### src/rtl/seq_pkg.sv
package seq_pkg;

    // Register write targets
    typedef enum logic [1:0] {
        SEL_IP  = 2'b00,
        SEL_LC0 = 2'b01,
        SEL_LC1 = 2'b10,
        SEL_VEC = 2'b11
    } wr_sel_e;

    // Operation class chosen each cycle for the instruction pointer
    typedef enum logic [2:0] {
        OP_HOLD,
        OP_STEP,
        OP_LOAD,
        OP_VECTOR,
        OP_LOOP_TAKEN,
        OP_LOOP_EXIT
    } op_e;

endpackage

### src/rtl/seq_loop_ctr.sv
module seq_loop_ctr #(
    parameter int W = 16
) (
    input  logic         clk,
    input  logic         rst_n,
    input  logic         wr_en,
    input  logic [W-1:0] wr_data,
    input  logic         dec_en,
    output logic [W-1:0] cnt_o,
    output logic         nz_after_dec_o
);

    logic [W-1:0] cnt_q;

    always_ff @(posedge clk or negedge rst_n) begin
        if (!rst_n) begin
            cnt_q <= '0;
        end else if (wr_en) begin
            cnt_q <= wr_data;
        end else if (dec_en) begin
            cnt_q <= cnt_q - W'(1);
        end
    end

    assign cnt_o          = cnt_q;
    assign nz_after_dec_o = (cnt_q != W'(1));

endmodule

### src/rtl/seq_op_dec.sv
module seq_op_dec
    import seq_pkg::*;
(
    input  logic fetch,
    input  logic wr_ip,
    input  logic wr_lc_hit,
    input  logic loop_req,
    input  logic irq,
    input  logic dec_nz,
    output op_e  op,
    output logic loop_ok
);

    always_comb begin
        loop_ok = loop_req && !irq && !wr_ip && !wr_lc_hit;
        if (irq) begin
            op = OP_VECTOR;
        end else if (wr_ip) begin
            op = OP_LOAD;
        end else if (loop_ok) begin
            op = dec_nz ? OP_LOOP_TAKEN : OP_LOOP_EXIT;
        end else if (fetch) begin
            op = OP_STEP;
        end else begin
            op = OP_HOLD;
        end
    end

endmodule

### src/rtl/prog_seq.sv
module prog_seq
    import seq_pkg::*;
#(
    parameter int          AW         = 16,
    parameter int          OFFS_W     = 4,
    parameter logic [15:0] RESET_IP   = 16'h8000,
    parameter logic [15:0] IVEC_RESET = 16'h0020
) (
    input  logic              clk,
    input  logic              rst_n,
    input  logic              fetch_i,
    input  logic              wr_en_i,
    input  logic [1:0]        wr_sel_i,
    input  logic [AW-1:0]     wr_data_i,
    input  logic              loop_req_i,
    input  logic              loop_sel_i,
    input  logic [AW-1:0]     loop_target_i,
    input  logic              irq_ack_i,
    input  logic [OFFS_W-1:0] irq_offs_i,
    output logic [AW-1:0]     fetch_addr_o,
    output logic [AW-1:0]     lc0_o,
    output logic [AW-1:0]     lc1_o,
    output logic [AW-1:0]     ivec_o,
    output logic              branch_taken_o
);

    localparam int NUM_LC = 2;

    logic [AW-1:0]   ip_q;
    logic [AW-1:0]   ip_d;
    logic [AW-1:0]   ivec_q;
    logic            bt_q;
    op_e             op;
    logic            loop_ok;
    logic            wr_ip;
    logic [NUM_LC-1:0] wr_hit;
    logic [NUM_LC-1:0] dec_en;
    logic [NUM_LC-1:0] nz;
    logic [AW-1:0]   lc_val [NUM_LC];

    assign wr_ip = wr_en_i && (wr_sel_e'(wr_sel_i) == SEL_IP);

    for (genvar g = 0; g < NUM_LC; g++) begin : g_lc
        assign wr_hit[g] = wr_en_i && (wr_sel_i == 2'(g + 1));
        assign dec_en[g] = loop_ok && (loop_sel_i == 1'(g));
        seq_loop_ctr #(.W(AW)) i_ctr (
            .clk            (clk),
            .rst_n          (rst_n),
            .wr_en          (wr_hit[g]),
            .wr_data        (wr_data_i),
            .dec_en         (dec_en[g]),
            .cnt_o          (lc_val[g]),
            .nz_after_dec_o (nz[g])
        );
    end

    seq_op_dec i_dec (
        .fetch     (fetch_i),
        .wr_ip     (wr_ip),
        .wr_lc_hit (wr_hit[loop_sel_i]),
        .loop_req  (loop_req_i),
        .irq       (irq_ack_i),
        .dec_nz    (nz[loop_sel_i]),
        .op        (op),
        .loop_ok   (loop_ok)
    );

    // Next pointer per operation
    always_comb begin
        unique case (op)
            OP_VECTOR:     ip_d = ivec_q + AW'(irq_offs_i);
            OP_LOAD:       ip_d = wr_data_i;
            OP_LOOP_TAKEN: ip_d = loop_target_i;
            OP_LOOP_EXIT:  ip_d = ip_q + AW'(1);
            OP_STEP:       ip_d = ip_q + AW'(1);
            OP_HOLD:       ip_d = ip_q;
            default:       ip_d = ip_q;
        endcase
    end

    // State register
    always_ff @(posedge clk or negedge rst_n) begin
        if (!rst_n) begin
            ip_q   <= AW'(RESET_IP);
            ivec_q <= AW'(IVEC_RESET);
        end else begin
            ip_q   <= ip_d;
            ivec_q <= ivec_q;
        end
    end

    // Output register
    always_ff @(posedge clk or negedge rst_n) begin
        if (!rst_n) begin
            bt_q <= 1'b0;
        end else begin
            bt_q <= (op == OP_LOOP_TAKEN);
        end
    end

    assign fetch_addr_o   = ip_q;
    assign lc0_o          = lc_val[0];
    assign lc1_o          = lc_val[1];
    assign ivec_o         = ivec_q;
    assign branch_taken_o = bt_q;

endmodule

### config.mk
export PLATFORM = sky130hd
export DESIGN_NAME = prog_seq
export DESIGN_NICKNAME = d
export VERILOG_FILES = /design/src/rtl/seq_pkg.sv /design/src/rtl/seq_loop_ctr.sv /design/src/rtl/seq_op_dec.sv /design/src/rtl/prog_seq.sv
export SDC_FILE = /design/constraint.sdc
export NUM_CORES = 1
export LEC_CHECK = 0
export BUFFER_PORTS_ARGS = -buffer_cell sky130_fd_sc_hd__buf_2
export CAP_MARGIN = 20
export CELL_PAD_IN_SITES_DETAIL_PLACEMENT = 1
export CELL_PAD_IN_SITES_GLOBAL_PLACEMENT = 2
export CORE_UTILIZATION = 33
export CTS_CLUSTER_DIAMETER = 30
export DETAILED_ROUTE_END_ITERATION = 16
export GPL_TIMING_DRIVEN = 1
export PLACE_DENSITY = 0.87
export SLEW_MARGIN = 20
export SYNTH_ARGS = -nofsm -noshare
export SYNTH_HDL_FRONTEND = slang
export SYNTH_HIERARCHICAL = 1
export SYNTH_SLANG_ARGS = --single-unit
export TNS_END_PERCENT = 100
### constraint.sdc
create_clock -name clk -period 5 [get_ports clk]
set_clock_uncertainty 0.2 [all_clocks]
set_input_delay 1 -clock clk [delete_from_list [all_inputs] [get_ports clk]]
set_output_delay 1 -clock clk [all_outputs]
set_load 0.01 [all_outputs]
-- Word-level counts from Yosys, hierarchy flattened
Cells that the tools add are included.
- bits in registers: 49
- input bits: 45
- output and inout port bits: 65
- $add $sub $neg: 4
- multiplexer cells: 14
- reductions and logical operators: 16
- bitwise gates (word level): 1
- equality and inequality tests: 9
- magnitude comparators: 1
- operator list (operator ; number):
    16-bit 2-to-1 mux ; 4
    16-bit one-hot mux with 4 select lines ; 1
    16-bit by 1-bit != test with 1-bit output, second input constant ; 2
    16-bit by 1-bit subtractor with 16-bit output, second input constant ; 2
    16-bit by 1-bit adder with 16-bit output, second input constant ; 1
    3-bit 2-to-1 mux ; 3
    1-bit logical AND ; 8
    6-bit by 4-bit adder with 7-bit output, first input constant ; 1
    3-bit by 2-bit equality test with 1-bit output, second input constant ; 2
    3-bit equality test, second input constant ; 2
    1-bit 2-to-1 mux ; 6
    2-bit nonzero test ; 2
    4-bit nonzero test ; 1
    3-bit by 1-bit equality test with 1-bit output, second input constant ; 1
    1-bit zero test ; 3
    2-bit by 1-bit equality test with 1-bit output, second input constant ; 1
    2-bit equality test, second input constant ; 1
    2-bit zero test ; 1
    1-bit by 2-bit < comparator with 1-bit output, second input constant ; 1
    2-bit OR reduction ; 1
    1-bit inverter ; 1

-- Logic depth before layout (Yosys ltp)
- depth after elaboration: 12
- depth in mapped cells: 12
- gate-level depth less buffers: 11

-- By module
The synthesis kept the hierarchy.
- by module, submodules not included (module ; instances ; sequential area each (um2) ; cells each ; area an instance (um2)):
    seq_loop_ctr ; 2 ; 400.4 ; 100 ; 958.4
    prog_seq ; 1 ; 426.7 ; 190 ; 1614.0
    seq_op_dec ; 1 ; 0.0 ; 7 ; 50.0

-- Least setup slack after synthesis
Ideal clock, no wire load.
- path type: input-to-reg
- start point: input wr_sel_i[1]
- end point: register g_lc[0].i_ctr.cnt_q[9]
- path buffers: 0
- slack: 1.545 ns
- stages on the path: 9
- data required time: 4.674 ns
- library setup time: 0.126 ns
- arrival: 3.129 ns
- cells stage by stage: and3b_1 > mux2_2 > nand2b_4 > nor2_1 > nor2b_1 > or4b_4 > nor4_2 > nor3b_1 > a221o_1
- cells in the longest elaborated chain, start to end: 8
- elaborated cells on any way between the ends: 15
- those cells by class: 2 x eq/ne; 3 x mux; 10 x reduce/logical
- RTL lines (element ; RTL line ; RTL):
    start: declaration ; prog_seq.sv:13 ; input logic [1:0] wr_sel_i,
    2-bit by 1-bit equality test with 1-bit output or 2-bit equality test (tied branches) ; prog_seq.sv:44 ; assign wr_hit[g] = wr_en_i && (wr_sel_i == 2'(g + 1));
    1-bit logical AND ; prog_seq.sv:44 ;
    1-bit 2-to-1 mux (not written as such) (2 in series) ; prog_seq.sv:60 ; .wr_lc_hit (wr_hit[loop_sel_i]),
    1-bit zero test ; seq_op_dec.sv:15 ; loop_ok = loop_req && !irq && !wr_ip && !wr_lc_hit;
    1-bit logical AND (*) ; seq_op_dec.sv:15 ;
    via loop_ok ; prog_seq.sv:34 ; logic loop_ok;
    1-bit logical AND (*) ; prog_seq.sv:45 ; assign dec_en[g] = loop_ok && (loop_sel_i == 1'(g));
    via dec_en[0] ; prog_seq.sv:37 ; logic [NUM_LC-1:0] dec_en;
    2-bit nonzero test (no source line) (*) ; -- ;
    end signal: assignment ; seq_loop_ctr.sv:19 ; cnt_q <= wr_data;
    end signal: assignment ; seq_loop_ctr.sv:21 ; cnt_q <= cnt_q - W'(1);
    end: declaration ; seq_loop_ctr.sv:13 ; logic [W-1:0] cnt_q;
The timed path passes the listed nets; every way through them passes the cells marked *. The select of a mux whose other input is x is not followed.
A chain may end at the register's enable or synchronous reset.

-- Final worst setup path
- start point: register g_lc[0].i_ctr.cnt_q[7]
- end point: register ip_q[3] (netlist: fetch_addr_o[3])
- cells in the longest elaborated chain, start to end: 10
- elaborated cells on any way between the ends: 15
- those cells by class: 6 x eq/ne; 7 x mux; 2 x reduce/logical
- RTL lines (element ; RTL line ; RTL):
    16-bit by 1-bit != test with 1-bit output (*) ; seq_loop_ctr.sv:26 ; assign nz_after_dec_o = (cnt_q != W'(1));
    via nz[0] ; prog_seq.sv:38 ; logic [NUM_LC-1:0] nz;
    1-bit 2-to-1 mux (not written as such) (*) (2 in series) ; prog_seq.sv:63 ; .dec_nz (nz[loop_sel_i]),
    1-bit 2-to-1 mux (*) ; seq_op_dec.sv:21 ; op = dec_nz ? OP_LOOP_TAKEN : OP_LOOP_EXIT;
    3-bit 2-to-1 mux (*) ; seq_op_dec.sv:20 ; end else if (loop_ok) begin
    3-bit 2-to-1 mux (*) ; seq_op_dec.sv:18 ; end else if (wr_ip) begin
    3-bit 2-to-1 mux (*) ; seq_op_dec.sv:16 ; if (irq) begin
    via op[0] ; prog_seq.sv:33 ; op_e op;
    3-bit by 1-bit equality test with 1-bit output or 3-bit equality test (tied branches) ; prog_seq.sv:70 ; unique case (op)
    2-bit OR reduction (no source line) ; -- ;
    16-bit one-hot mux with 4 select lines or 4-bit nonzero test (tied branches) ; -- ;
    end signal: assignment ; prog_seq.sv:84 ; ip_q <= AW'(RESET_IP);
    end signal: assignment ; prog_seq.sv:87 ; ip_q <= ip_d;
    end: declaration ; prog_seq.sv:29 ; logic [AW-1:0] ip_q;
Marked as above.

==> impl_metrics.sql <==
INSERT INTO impl_metrics (metric_group, metric, value, unit) VALUES
('pwr', 'power.density_cell_area', '321', 'nW/µm²'),
('logic_synthesis', 'synth_top_cells_by_count', 'dfrtp_1 (48), nand2_1 (47), xnor2_1 (31)', ''),
('hold_path', 'whs_path_depth', '2', ''),
('cts', 'ctsResizeCount', '0', ''),
('logic_synthesis', 'synthMostInstantiatedCell', 'dfrtp_1', ''),
('placement', 'io_buffer_count', '93', ''),
('cells_and_area', 'post_route_cells_drive_above_1_share', '28.1', '%'),
('critical_path', 'worst-r2r-setup-slack', '0.89', 'ns'),
('logic_synthesis', 'ys_ff_latch', '49', ''),
('critical_path', 'setup.worst_path.end_class', 'flip-flop', ''),
('logic_synthesis', 'yosys.cell_types.count', '52', ''),
('sta', 'grt_setup_unrepaired', 'false', ''),
('route', 'detail_route.iter0.violations', '149', ''),
('cells_and_area', 'finish.utilization', '39.9', '%'),
('cts', 'ctsHoldBuffers', '0', ''),
('critical_path', 'r2r-start', 'g_lc[0].i_ctr/cnt_o[7]', ''),
('pwr', 'power_leakage', '1.76', 'nW'),
('sta', 'period_share', '82.3', '%'),
('cts', 'cts-root-to-sink-buffers', '2', ''),
('logic_synthesis', 'synth_xor_area_share', '9.54', '%'),
('logic_synthesis', 'portion_of_netlist_area_occupied_by_mux_cells', '5.49', '%'),
('cts', 'cts_made_buffers', '5', ''),
('floorplanning', 'start_util', '34.4', '%'),
('route', 'routed_wire_length_per_instance', '18.3', 'µm'),
('logic_synthesis', 'dominantRegCellSynth', 'dfrtp_1', ''),
('global_route', 'maximum_number_of_pins_on_one_net_before_global_route_repair', '50', ''),
('route', 'vias_per_cell', '5.29', ''),
('critical_path', 'regToRegEndpoint', 'fetch_addr_o[3]', ''),
('global_route', 'globalRoute.totalOverflow', '0', ''),
('floorplanning', 'die-width', '106', 'µm'),
('global_route', 'first_global_vias', '3375', ''),
('hold_path', 'worst_hold_startpoint', 'g_lc[0].i_ctr/cnt_o[10]', ''),
('cts', 'clk-insertion-delay-late', '0.30', 'ns'),
('global_route', 'grt_antenna_before_repair', '0', ''),
('cells_and_area', 'finalNonFillerCells', '616', ''),
('hold_path', 'worst_hold_path_type', 'reg2reg', ''),
('sta', 'slew_headroom', '35.1', '%'),
('logic_synthesis', 'synthDominantAreaCellType', 'dfrtp_1', ''),
('sta', 'slew_violations', '0', ''),
('cts', 'clock_tree_from_tritoncts', 'done', ''),
('logic_synthesis', 'sequential_cell_area_fraction_in_the_yosys_report', '34.3', '%'),
('cts', 'clkTransAtPathRegs', '0.09', 'ns'),
('floorplanning', 'coreArea', '10400', 'µm²'),
('logic_synthesis', 'post-synth-top-area-fraction', '33.5', '%'),
('critical_path', 'worstPathCellList', 'or4_1 -> nor2_1 -> nand3_1 -> mux2_2 -> nor4b_1 -> a311o_1 -> nor2_1 -> mux2_2 -> o21ai_0 -> o311ai_0', ''),
('critical_path', 'cpPeakStageDelay', '0.69', 'ns'),
('cts', 'clock-sinks', '49', ''),
('critical_path', 'worstSetupPathType', 'reg2reg', ''),
('logic_synthesis', 'synthCells', '397', ''),
('logic_synthesis', 'synth_async_sr_flop_share', '100', '%'),
('route', 'firstDrtPassIters', '4', ''),
('pwr', 'irDropWorstVdd', '0.130', 'mV'),
('sta', 'achievable-frequency', '0.243', 'GHz'),
('pwr', 'post-layout-total-power', '1.33', 'mW'),
('route', 'routed-via-count', '3261', ''),
('sta', 'finalHoldViolCount', '0', ''),
('logic_synthesis', 'yosys_warnings', '6', ''),
('critical_path', 'critPathLaunchType', 'flip-flop', ''),
('route', 'drt_wl_total', '11300', 'µm'),
('route', 'antenna_viol_nets_final', '0', ''),
('logic_synthesis', 'syn-cell-area', '3580', 'µm²'),
('logic_synthesis', 'synth_compound_area_share', '14.6', '%'),
('critical_path', 'reg2regPathDepth', '10', ''),
('critical_path', 'worst_ep_arrival', '4.06', 'ns'),
('route', 'drc', '0', ''),
('outcome', 'run_status', 'complete, no violations', ''),
('global_route', 'first_pass_grt_wire_length', '18200', 'µm'),
('logic_synthesis', 'yosys.area_share.simple', '27.0', '%'),
('cts', 'ctsHtreeMaxLevel', '2', ''),
('cts', 'post-cts-setup-buffer-count', '0', ''),
('placement', 'dp_hpwl', '8460', 'µm');
[worst max path at each step]
stage / end / cells after the start / startpoint / slack [ns]
6_report: fetch_addr_o[3] / 10 / g_lc[0].i_ctr/cnt_o[7] / 0.89
3_3_place_gp: g_lc[0].i_ctr/cnt_o[9] / 9 / wr_en_i / 0.97
2_1_floorplan: g_lc[0].i_ctr/cnt_o[9] / 9 / wr_sel_i[1] / 1.55
3_5_place_dp: g_lc[0].i_ctr/cnt_o[9] / 9 / wr_en_i / 0.84
4_1_cts: fetch_addr_o[3] / 10 / g_lc[0].i_ctr/cnt_o[7] / 0.85
5_1_grt: fetch_addr_o[3] / 10 / g_lc[0].i_ctr/cnt_o[7] / 0.59
[cell families (layout without fill, tap and decap cells)]
family | after synthesis | in the layout
xor gates and xnor gates | 39 | 39
DFF | 49 | 49
other | 2 | 16
AOI/OAI and AO/OA | 79 | 79
muxes | 19 | 19
buffers and inverters | 45 | 114
adders and majority gates | 5 | 5
and+or+nand+nor | 159 | 159
[placed cells by master (no fill, tap or decap), types with 14 or more instances in the layout]
master   synthesis  final
buf_2            9     93
dfrtp_1         48     48
nand2_1         47     47
xnor2_1         31     31
nor2_1          23     23
o21ai_1         18     18
o21ai_0         18     18
conb_1           2     16
mux2i_1         14     14
nor3_1          14     14
[sequential cells by signal, summed over array words and instances (netlist names)]
signal / flops
fetch_addr_o: 16
branch_taken_o: 1
g_lc.i_ctr/cnt_o: 32
[report_power, final]
| part | switching (mW) | total (mW) | internal, mW |
|---|---|---|---|
| clock | 0.139 | 0.236 | 0.0975 |
| combinational | 0.271 | 0.480 | 0.209 |
| sequential | 0.142 | 0.618 | 0.477 |
[final cells by class]
| class | count | area (µm²) |
|---|---|---|
| sequential | 49 | 1230 |
| clock inverter | 2 | 10.0 |
| fill | 1270 | 6260 |
| tap | 136 | 170 |
| timing repair buffer | 97 | 495 |
| inverter | 9 | 33.8 |
| multi-input combinational | 317 | 2150 |
| clock buffer | 6 | 72.6 |
[routing by layer]
layer / wire [µm] / vias to the layer above / part of all wire, % / track usage, %
met2: 5560 / 91 / 49 / 35.3
met5: 0 / - / 0 / 0
met3: 400 / 10 / 3.5 / 2.39
met1: 5160 / 1606 / 46 / 27.6
li1: - / 1554 / - / -
met4: 163 / 0 / 1.4 / 5.16
[tightest hold or removal path: stages, from the launching register on]
cell	delay (ns)
dfrtp_1	0.38
xnor2_1	0.12
o21ai_0	0.07
[stage by stage]
step	setup WS [ns]	hold slack, ns	area [µm²]
after global routing	0.585	0.468	4160
after CTS	0.851	0.409	4160
after floorplan	1.55	0.399	3630
final	0.886	0.406	4160
after detailed placement	0.837	0.390	4080
after global placement	0.973	0.385	4080
Note: power is estimated with default switching activity, not from simulation.
